## src/rtl/lcs_pkg.sv

```systemverilog
package lcs_pkg;

  typedef struct packed {
    logic rd_ram;
    logic wen;
    logic prearm;
    logic bank2;
  } lc_state_t;

  localparam lc_state_t LC_RESET = '{rd_ram: 1'b0, wen: 1'b1, prearm: 1'b0, bank2: 1'b1};

  // Next state for one switch access at offset off.
  function automatic lc_state_t lc_next(input lc_state_t cur, input logic [3:0] off);
    lc_state_t n;
    n.bank2  = ~off[3];
    n.rd_ram = ~(off[0] ^ off[1]);
    n.prearm = off[0];
    n.wen    = off[0] ? (cur.wen | cur.prearm) : 1'b0;
    return n;
  endfunction

  // RAM offset for a window address: D bank 1 / D bank 2 / shared E-F region.
  function automatic logic [13:0] lc_map(input logic [15:0] a, input logic bank2);
    logic [13:0] r;
    if (a[13]) r = {1'b1, a[12:0]};
    else       r = {1'b0, bank2, a[11:0]};
    return r;
  endfunction

endpackage

```

## src/rtl/lcs_decode.sv

```systemverilog
module lcs_decode #(
  parameter int          AW      = 16,
  parameter logic [11:0] SW_PAGE = 12'hC08,
  parameter logic [15:0] WIN_LO  = 16'hD000
) (
  input  logic          bus_valid,
  input  logic [AW-1:0] bus_addr,
  output logic          sw_hit,
  output logic [3:0]    sw_off,
  output logic          win_hit
);
  localparam int PW = AW - 4;

  always_comb begin
    sw_hit  = bus_valid && (bus_addr[AW-1:4] == SW_PAGE[PW-1:0]);
    sw_off  = bus_addr[3:0];
    win_hit = bus_valid && (bus_addr >= WIN_LO[AW-1:0]);
  end
endmodule

```

## src/rtl/lcs_state.sv

```systemverilog
module lcs_state
  import lcs_pkg::*;
(
  input  logic       clk,
  input  logic       rst_n,
  input  logic       sw_hit,
  input  logic [3:0] sw_off,
  output lc_state_t  st,
  output logic       arm_hit,
  output logic       wen_open
);
  lc_state_t st_q;

  // Named events for the checker.
  assign arm_hit  = sw_hit && sw_off[0] && st_q.prearm;
  assign wen_open = arm_hit && !st_q.wen;
  assign st       = st_q;

  always_ff @(posedge clk or negedge rst_n) begin
    if (!rst_n)      st_q <= LC_RESET;
    else if (sw_hit) st_q <= lc_next(st_q, sw_off);
  end
endmodule

```

## src/rtl/lcs_route.sv

```systemverilog
module lcs_route
  import lcs_pkg::*;
#(
  parameter int AW  = 16,
  parameter int RAW = 14
) (
  input  lc_state_t      st,
  input  logic           win_hit,
  input  logic           bus_wr,
  input  logic [AW-1:0]  bus_addr,
  input  logic           aux_zp,
  output logic           rom_cs,
  output logic           ram_cs,
  output logic           ram_we,
  output logic           ram_aux,
  output logic [RAW-1:0] ram_addr
);
  logic rd_go, wr_go;

  always_comb begin
    rd_go    = win_hit && !bus_wr;
    wr_go    = win_hit && bus_wr && st.wen;
    rom_cs   = rd_go && !st.rd_ram;
    ram_cs   = (rd_go && st.rd_ram) || wr_go;
    ram_we   = wr_go;
    ram_aux  = ram_cs && aux_zp;
    ram_addr = ram_cs ? lc_map(bus_addr, st.bank2) : '0;
  end
endmodule

```

## src/rtl/lcard_switch_ctrl.sv

```systemverilog
module lcard_switch_ctrl
  import lcs_pkg::*;
#(
  parameter int AW  = 16,
  parameter int RAW = 14
) (
  input  logic           clk,
  input  logic           rst_n,
  input  logic           bus_valid,
  input  logic           bus_wr,
  input  logic [AW-1:0]  bus_addr,
  input  logic           aux_zp,
  output logic           rom_cs,
  output logic           ram_cs,
  output logic           ram_we,
  output logic           ram_aux,
  output logic [RAW-1:0] ram_addr,
  output logic           st_rd_ram,
  output logic           st_wen,
  output logic           st_prearm,
  output logic           st_bank2
);
  logic      sw_hit, win_hit, arm_hit, wen_open;
  logic [3:0] sw_off;
  lc_state_t st;

  lcs_decode #(.AW(AW)) u_dec (
    .bus_valid(bus_valid), .bus_addr(bus_addr),
    .sw_hit(sw_hit), .sw_off(sw_off), .win_hit(win_hit)
  );

  lcs_state u_st (
    .clk(clk), .rst_n(rst_n), .sw_hit(sw_hit), .sw_off(sw_off),
    .st(st), .arm_hit(arm_hit), .wen_open(wen_open)
  );

  lcs_route #(.AW(AW), .RAW(RAW)) u_rt (
    .st(st), .win_hit(win_hit), .bus_wr(bus_wr), .bus_addr(bus_addr),
    .aux_zp(aux_zp), .rom_cs(rom_cs), .ram_cs(ram_cs), .ram_we(ram_we),
    .ram_aux(ram_aux), .ram_addr(ram_addr)
  );

  assign st_rd_ram = st.rd_ram;
  assign st_wen    = st.wen;
  assign st_prearm = st.prearm;
  assign st_bank2  = st.bank2;
endmodule

```

## config.mk

```make
export PLATFORM = sky130hd
export DESIGN_NAME = lcard_switch_ctrl
export DESIGN_NICKNAME = d
export VERILOG_FILES = /design/src/rtl/lcs_pkg.sv /design/src/rtl/lcs_decode.sv /design/src/rtl/lcs_state.sv /design/src/rtl/lcs_route.sv /design/src/rtl/lcard_switch_ctrl.sv
export SDC_FILE = /design/constraint.sdc
export NUM_CORES = 1
export LEC_CHECK = 0
export ABC_AREA = 0
export BUFFER_PORTS_ARGS = -buffer_cell sky130_fd_sc_hd__buf_4
export CAP_MARGIN = 10
export CORE_AREA = 4 4 41 43
export CTS_CLUSTER_DIAMETER = 50
export DETAILED_ROUTE_END_ITERATION = 12
export DIE_AREA = 0 0 45 47
export PLACE_DENSITY_LB_ADDON = 0.1
export SYNTH_ARGS = -nofsm -noshare
export SYNTH_HDL_FRONTEND = slang
export SYNTH_HIERARCHICAL = 1
export SYNTH_SLANG_ARGS = --single-unit
```

## constraint.sdc

```tcl
create_clock -name clk -period 1.35 [get_ports clk]
set_input_delay 0.135 -clock clk [delete_from_list [all_inputs] [get_ports clk]]
set_output_delay 0.135 -clock clk [all_outputs]
set_load 0.005 [all_outputs]
```

==> results of run 1 <==
-- repair_timing --
item	CTS	global route
hold buffers	1	0
endpoints found under the setup margin	16	17
endpoints found under the hold margin	4	0
cloned	1	0
buffers inserted	0	0
gates resized for setup	8	0
pin swaps	1	0
-- power groups by stage --
stage / combinational (mW) / sequential (mW) / clock (mW)
final: 0.0802 / 0.122 / 0.145
after CTS: 0.0815 / 0.122 / 0.153
after global placement: 0.0732 / 0.123 / 0
after global routing: 0.0868 / 0.122 / 0.165
after floorplan: 0.0216 / 0.123 / 0
after detailed placement: 0.0745 / 0.123 / 0
-- area by class of cell --
type                    instances  area [µm²]  area share, %
repair buffers                 48         378           45.3
multi-input cells              33         304           36.4
flip-flops and latches          4         104           12.4
clock buffers                   3        22.5           2.70
well taps                      15        18.8           2.25
inverters                       2        7.51          0.900
-- metrics by stage --
| step | hold WS [ns] | setup slack [ns] | area [µm²] | setup TNS [ns] | power (mW) |
|---|---|---|---|---|---|
| 2_1_floorplan | -0.161 | 0.190 | 415 | 0 | 0.145 |
| 3_3_place_gp | -0.0670 | -0.0245 | 749 | -0.0956 | 0.196 |
| 3_5_place_dp | -0.0658 | -0.0439 | 749 | -0.360 | 0.197 |
| 4_1_cts | 0.0541 | -0.0628 | 835 | -0.783 | 0.356 |
| 5_1_grt | 0.0512 | -0.131 | 835 | -1.75 | 0.374 |
| 6_report | 0.0583 | -0.0461 | 835 | -0.533 | 0.347 |
-- per-layer routing --
layer	part of all wire, %	vias to the layer above
met5	0	-
met4	0	0
met3	13	0
met2	49	27
met1	37	221
li1	-	251
-- worst min path at each step --
stage / from / end / slack [ns]
after global placement: rst_n / u_st/st[1]$_DFFE_PN0P_ / -0.07
after global routing: bus_addr[3] / u_st/st[0]$_DFFE_PN1P_ / 0.05
after CTS: bus_addr[3] / u_st/st[0]$_DFFE_PN1P_ / 0.05
after detailed placement: rst_n / u_st/st[1]$_DFFE_PN0P_ / -0.07
final: bus_addr[3] / u_st/st[0]$_DFFE_PN1P_ / 0.06
after floorplan: rst_n / u_st/st[1]$_DFFE_PN0P_ / -0.16
==> out/results.md, run 1 <==
| Group | Quantity | Reported |
| --- | --- | --- |
| yosys | Gate count after technology mapping | 43 |
| setup path | Reg2reg setup slack | 0.38 ns |
| floorplan | Starting density of the core | 31.9% |
| final layout | Flip-flop count of the largest register after layout | 4 |
| setup path | Reg2Reg Depth | 3 |
| clock tree | Clock slew at reported path FFs | 0.04 ns |
| setup path | Startpoint of the most critical setup path | u_st/st[3]$_DFFE_PN0P_ |
| setup path | Worst flop-to-flop path startpoint | u_st/st[2]$_DFFE_PN1P_ |
| timing | Setup repair after global routing missed its margin | yes |
| timing | Max Fclk | 0.716 GHz |
| placed design | Weighted congestion reported at the end of routability-driven placement | 0.610 |
| floorplan | Vertical extent of the die | 47 µm |
| timing | Pins Over Slew Limit | 0 |
| drt | Routed wire length | 1.30 mm |
| setup path | Highest-delay cell along the critical path | sky130_fd_sc_hd__dfrtp_2 |
| yosys | Number of nets produced by synthesis | 64 |
| power | Share of total power in the clock network | 41.8% |
| global route | Fraction of met1 tracks used by global routing | 13.5% |
| timing | Max_slew headroom | 81.9% |
| global route | Overall Global Routing Usage | 12.7% |
| clock tree | CTS tree | done |
| timing | Part of the cycle the worst path needs | 103% |
| placed design | Cell count after placement | 100 |
| yosys | Cell Area, Synth | 415 µm² |
| setup path | Crit path buffers/inverters | 1 |
| timing | Final-report hold violation count | 0 |
| timing | Worst setup skew after layout | 0.00339 ns |
| timing | Min cycle time layout | 1.40 ns |
| floorplan | Core region area | 1300 µm² |
| final layout | Most common cell after layout, fill and taps aside | sky130_fd_sc_hd__buf_4 |
| power | Maximum ir drop on the vdd rail | 0.000307 V |
| final layout | Ant diodes | 0 |
| power | Reg power frac | 35.1% |
| power | Share of power burned in combinational logic | 23.1% |
| setup path | Required time reported for the critical path endpoint | 1.22 ns |
| clock tree | H-tree levels | 1 |
| final layout | Utilization after layout | 64.1% |
| clock tree | Buffers from clock root to sink, at most | 2 |
| timing | Total of endpoints with negative setup slack in the final report | 15 |
| global route | Initial antenna violation count | 0 |
| clock tree | Insertion delay to the later sink of the worst-skew pair | 0.23 ns |
| final layout | Number of fillers in the final layout | 118 |
| setup path | Crit path capture type | output port |
| global route | Wire length of the first global-routing pass | 1.97 mm |
| drt | Number of DRC markers after the initial detailed-route iteration | 4 |
| drt | Number of nets still failing antenna checks after routing | 0 |
| setup path | Number of cells on the critical path | 3 |
| setup path | Crit path arrival time | 1.26 ns |
| drt | Routed via count | 499 |
| global route | Pin count of the biggest net entering global routing | 10 |
| clock tree | CTS Buf Count | 3 |
| drt | Residual DRC count | 0 |
| power | Switching share of power | 21.3% |
| setup path | Critical Setup Path Class | reg2out |
| run | Max-Cap Viols | 0 |
| drt | Average routed wire per standard cell | 12.4 µm |
| clock tree | Clock net sink count | 4 |
| global route | Grt ovf | 0 |
| power | Switching pwr | 73.8 µW |
| min path | Hold Crit Depth | 2 |
| setup path | Delay of the slowest cell on the worst path | 0.43 ns |
| final layout | Filler-free cell count of the finished design | 105 |
| setup path | Worst Path Max Fanout | 8 |
| global route | Met2 capacity usage during global routing | 22.3% |
| floorplan | Number of top-level pins | 43 |
| power | Power per standard cell area | 416 nW/µm² |
| timing | Slew at the pin closest to its max-slew limit | 0.266 ns |
| floorplan | Total die area | 2120 µm² |
| status | Failing checks | setup timing |
| status | Status | finished, violations left |
| final layout | Commonest cells after routing, fill and taps aside | sky130_fd_sc_hd__buf_4 (43), sky130_fd_sc_hd__and3b_1 (10), sky130_fd_sc_hd__buf_6 (4), sky130_fd_sc_hd__and3b_2 (4), sky130_fd_sc_hd__clkbuf_4 (3) |
| drt | Via-per-instance ratio | 4.75 |
| clock tree | Clk root buf | sky130_fd_sc_hd__clkbuf_4 |
| placed design | HPWL after detailed placement | 1.09 mm |
| floorplan | DIE WIDTH | 45 µm |
| final layout | Area Overhead vs Synth | 101% |
| power | Internal power component | 273 µW |
| setup path | Cells along the critical path | mux2i_4 > and3b_1 > buf_4 |
| drt | 1st-pass router iterations | 2 |
| min path | Class of the worst hold path | in2reg |
| setup path | Worst setup path endpoint | ram_addr[3] |
| final layout | Fraction of layout instances using a drive strength above 1 | 68.9% |
| yosys | Syn. warnings | 6 |
| floorplan | # rows | 13 |
| timing | Final critical-path setup slack | -0.0461 ns |
| global route | Vias in the first global route | 481 |
| placed design | Quantity of I/O buffers inserted on ports | 42 |
| setup path | Top cell family by delay on the critical path | flip-flops |
| setup path | Worst r2r dst | u_st/st[2]$_DFFE_PN1P_ |
| power | Leakage power total | 0.494 nW |
| yosys | Per-instance average area after synthesis | 9.66 µm² |
| final layout | Net count of the finished layout | 113 |
| global route | Met3 track demand over resource | 6.13% |
| global route | Top Usage Layer GRT | met2 |
| setup path | Kind of start point of the critical path | flip-flop |
Power figures use the tool's default switching activity.
==> run 2, diff against run 1 <==
--- a/config.mk
+++ b/config.mk
@@ -13,6 +13,7 @@
 export DETAILED_ROUTE_END_ITERATION = 12
 export DIE_AREA = 0 0 45 47
 export PLACE_DENSITY_LB_ADDON = 0.1
+export REMOVE_ABC_BUFFERS = 1
 export SYNTH_ARGS = -nofsm -noshare
 export SYNTH_HDL_FRONTEND = slang
 export SYNTH_HIERARCHICAL = 1
==> run 2 against run 1 <==
  * Combinational power shrank 2%
  * Count of clock-buffer cells in the layout grew 1
  * First-iteration DRC count shrank 100%
  * Cell count grew 3.8%
  * Clock power grew 9%
  * Sequential cell count is the same
  * Sequential share of layout area shrank 0.42 points
  * Sequential power is essentially flat
  * Worst setup slack lost 0.070 ns
  * The run still ends with setup timing left
  * Highest routed layer unchanged
  * Die area is the same
  * Critical endpoint is now ram_addr[13]
  * Final area grew 2.2%
  * Worst hold slack gained 0.016 ns
==> out/results.md, run 2 (synthesis results as in run 1) <==
| Group | Quantity | Reported |
| --- | --- | --- |
| global route | Initial antenna violation count | 0 |
| power | Maximum ir drop on the vdd rail | 0.000398 V |
| final layout | Commonest cells after routing, fill and taps aside | sky130_fd_sc_hd__buf_4 (46), sky130_fd_sc_hd__and3b_1 (10), sky130_fd_sc_hd__buf_6 (5) |
| global route | Top Usage Layer GRT | met2 |
| clock tree | Insertion delay to the later sink of the worst-skew pair | 0.23 ns |
| clock tree | Clock slew at reported path FFs | 0.03 ns |
| timing | Part of the cycle the worst path needs | 109% |
| placed design | Worst Setup Slack post-DPL | 0.00198 ns |
| placed design | Quantity of I/O buffers inserted on ports | 42 |
| setup path | Reg2reg setup slack | 0.29 ns |
| floorplan | Starting density of the core | 31.9% |
| global route | Met2 capacity usage during global routing | 24.6% |
| global route | Vias in the first global route | 481 |
| final layout | Fraction of layout instances using a drive strength above 1 | 69.1% |
| timing | Final Hold Slack | 0.0743 ns |
| timing | Final critical-path setup slack | -0.116 ns |
| global route | Wire length of the first global-routing pass | 2.14 mm |
| global route | Fraction of met1 tracks used by global routing | 14.7% |
| setup path | Worst r2r dst | u_st/st[3]$_DFFE_PN0P_ |
| drt | Routed wire length | 1.36 mm |
| drt | Average routed wire per standard cell | 12.5 µm |
| global route | Met3 track demand over resource | 4.60% |
| timing | Max_slew headroom | 85.7% |
| status | Status | finished, violations left |
| setup path | Crit path buffers/inverters | 2 |
| min path | Hold Crit Depth | 2 |
| drt | Routed via count | 499 |
| clock tree | CTS Buf Count | 3 |
| floorplan | Number of top-level pins | 43 |
| floorplan | # rows | 13 |
| drt | Residual DRC count | 0 |
| setup path | Worst Path Max Fanout | 3 |
| setup path | Crit path arrival time | 1.33 ns |
| timing | Fin Setup TNS | -1.44 ns |
| floorplan | DIE WIDTH | 45 µm |
| setup path | Critical Setup Path Class | reg2out |
| status | Failing checks | setup timing |
| power | Leakage power total | 0.515 nW |
| placed design | Cell count after placement | 100 |
| timing | Setup repair after global routing missed its margin | yes |
| timing | Min cycle time layout | 1.47 ns |
| placed design | Weighted congestion reported at the end of routability-driven placement | 0.705 |
| setup path | Kind of start point of the critical path | flip-flop |
| power | Power per standard cell area | 419 nW/µm² |
| timing | Pins Over Slew Limit | 0 |
| min path | Hold EP | u_st/st[0]$_DFFE_PN1P_ |
| timing | Max Fclk | 0.682 GHz |
| final layout | Layout Cell Area excl Fill | 853 µm² |
| setup path | Cells along the critical path | mux2i_4 > buf_4 > and3b_2 > buf_6 |
| drt | Number of DRC markers after the initial detailed-route iteration | 0 |
| timing | Worst setup skew after layout | 0.00869 ns |
| drt | Via-per-instance ratio | 4.58 |
| drt | 1st-pass router iterations | 1 |
| setup path | Worst flop-to-flop path startpoint | u_st/st[3]$_DFFE_PN0P_ |
| final layout | Flip-flop count of the largest register after layout | 4 |
| setup path | Top cell family by delay on the critical path | flip-flops |
| timing | Slew at the pin closest to its max-slew limit | 0.211 ns |
| clock tree | Clk root buf | sky130_fd_sc_hd__clkbuf_4 |
| clock tree | Clock net sink count | 4 |
| final layout | Utilization after layout | 65.6% |
| final layout | Filler-free cell count of the finished design | 109 |
| placed design | HPWL after detailed placement | 1.10 mm |
| run | Max-Cap Viols | 0 |
| setup path | Reg2Reg Depth | 3 |
| setup path | Delay of the slowest cell on the worst path | 0.55 ns |
| placed design | Placed cell areas | 749 µm² |
| floorplan | Total die area | 2120 µm² |
| final layout | Net count of the finished layout | 116 |
| final layout | Number of fillers in the final layout | 126 |
| global route | Overall Global Routing Usage | 14.1% |
| setup path | Highest-delay cell along the critical path | sky130_fd_sc_hd__dfstp_2 |
| drt | Number of nets still failing antenna checks after routing | 0 |
| setup path | Required time reported for the critical path endpoint | 1.22 ns |
| min path | Worst hold start | bus_addr[3] |
| clock tree | H-tree levels | 1 |
| floorplan | Vertical extent of the die | 47 µm |
| clock tree | CTS tree | done |
| clock tree | Buffers from clock root to sink, at most | 2 |
| final layout | Ant diodes | 0 |
| timing | Final-report hold violation count | 0 |
| global route | Pin count of the biggest net entering global routing | 12 |
| final layout | Area Overhead vs Synth | 105% |
| final layout | Most common cell after layout, fill and taps aside | sky130_fd_sc_hd__buf_4 |
| timing | Total of endpoints with negative setup slack in the final report | 16 |
| power | Total power after layout | 358 µW |
| global route | Grt ovf | 0 |
| floorplan | Core region area | 1300 µm² |
| setup path | Crit path capture type | output port |
| min path | Class of the worst hold path | in2reg |
[run 2: worst max-delay path by stage]
stage / start / endpoint / slack (ns) / depth (start not counted)
3_3_place_gp: bus_addr[6] / u_st/st[1]$_DFFE_PN0P_ / 0.01 / 4
3_5_place_dp: bus_addr[6] / u_st/st[3]$_DFFE_PN0P_ / 0.002 / 4
6_report: u_st/st[2]$_DFFE_PN1P_ / ram_addr[13] / -0.12 / 4
4_1_cts: u_st/st[3]$_DFFE_PN0P_ / ram_addr[8] / -0.14 / 4
5_1_grt: u_st/st[2]$_DFFE_PN1P_ / ram_addr[13] / -0.16 / 4
2_1_floorplan: bus_addr[6] / u_st/st[1]$_DFFE_PN0P_ / 0.19 / 3
[run 2: what timing repair did]
item                                    in CTS  in global routing
setup buffers                                2                  1
gates resized for setup                      6                  4
endpoints found under the setup margin      16                 16
gates cloned                                 1                  0
hold buffers                                 1                  0
pin swaps                                    1                  1
hold endpoints to repair                     4                  0
[run 2: layout make-up]
| type | instances | area, µm² | share of cell area, % |
|---|---|---|---|
| Sequential cell | 4 | 103 | 12.0 |
| Inverter | 2 | 7.51 | 0.880 |
| Multi-Input combinational cell | 32 | 287 | 33.6 |
| Tap cell | 15 | 18.8 | 2.20 |
| Clock buffer | 4 | 26.3 | 3.08 |
| Timing Repair Buffer | 52 | 412 | 48.2 |
[run 2: where the power goes]
group / switching, mW / total [mW] / leakage (nW) / internal (mW)
clock network: 0.0469 / 0.158 / 0.0150 / 0.111
logic: 0.0263 / 0.0783 / 0.452 / 0.0521
registers: 0.000356 / 0.122 / 0.0488 / 0.121
total: 0.0735 / 0.358 / 0.515 / 0.284
[run 2: routing by layer]
layer / part of all wire, % / vias up
met2: 51 / 24
met1: 35 / 218
met3: 14 / 0
li1: - / 257
met4: 0 / 0
met5: 0 / -
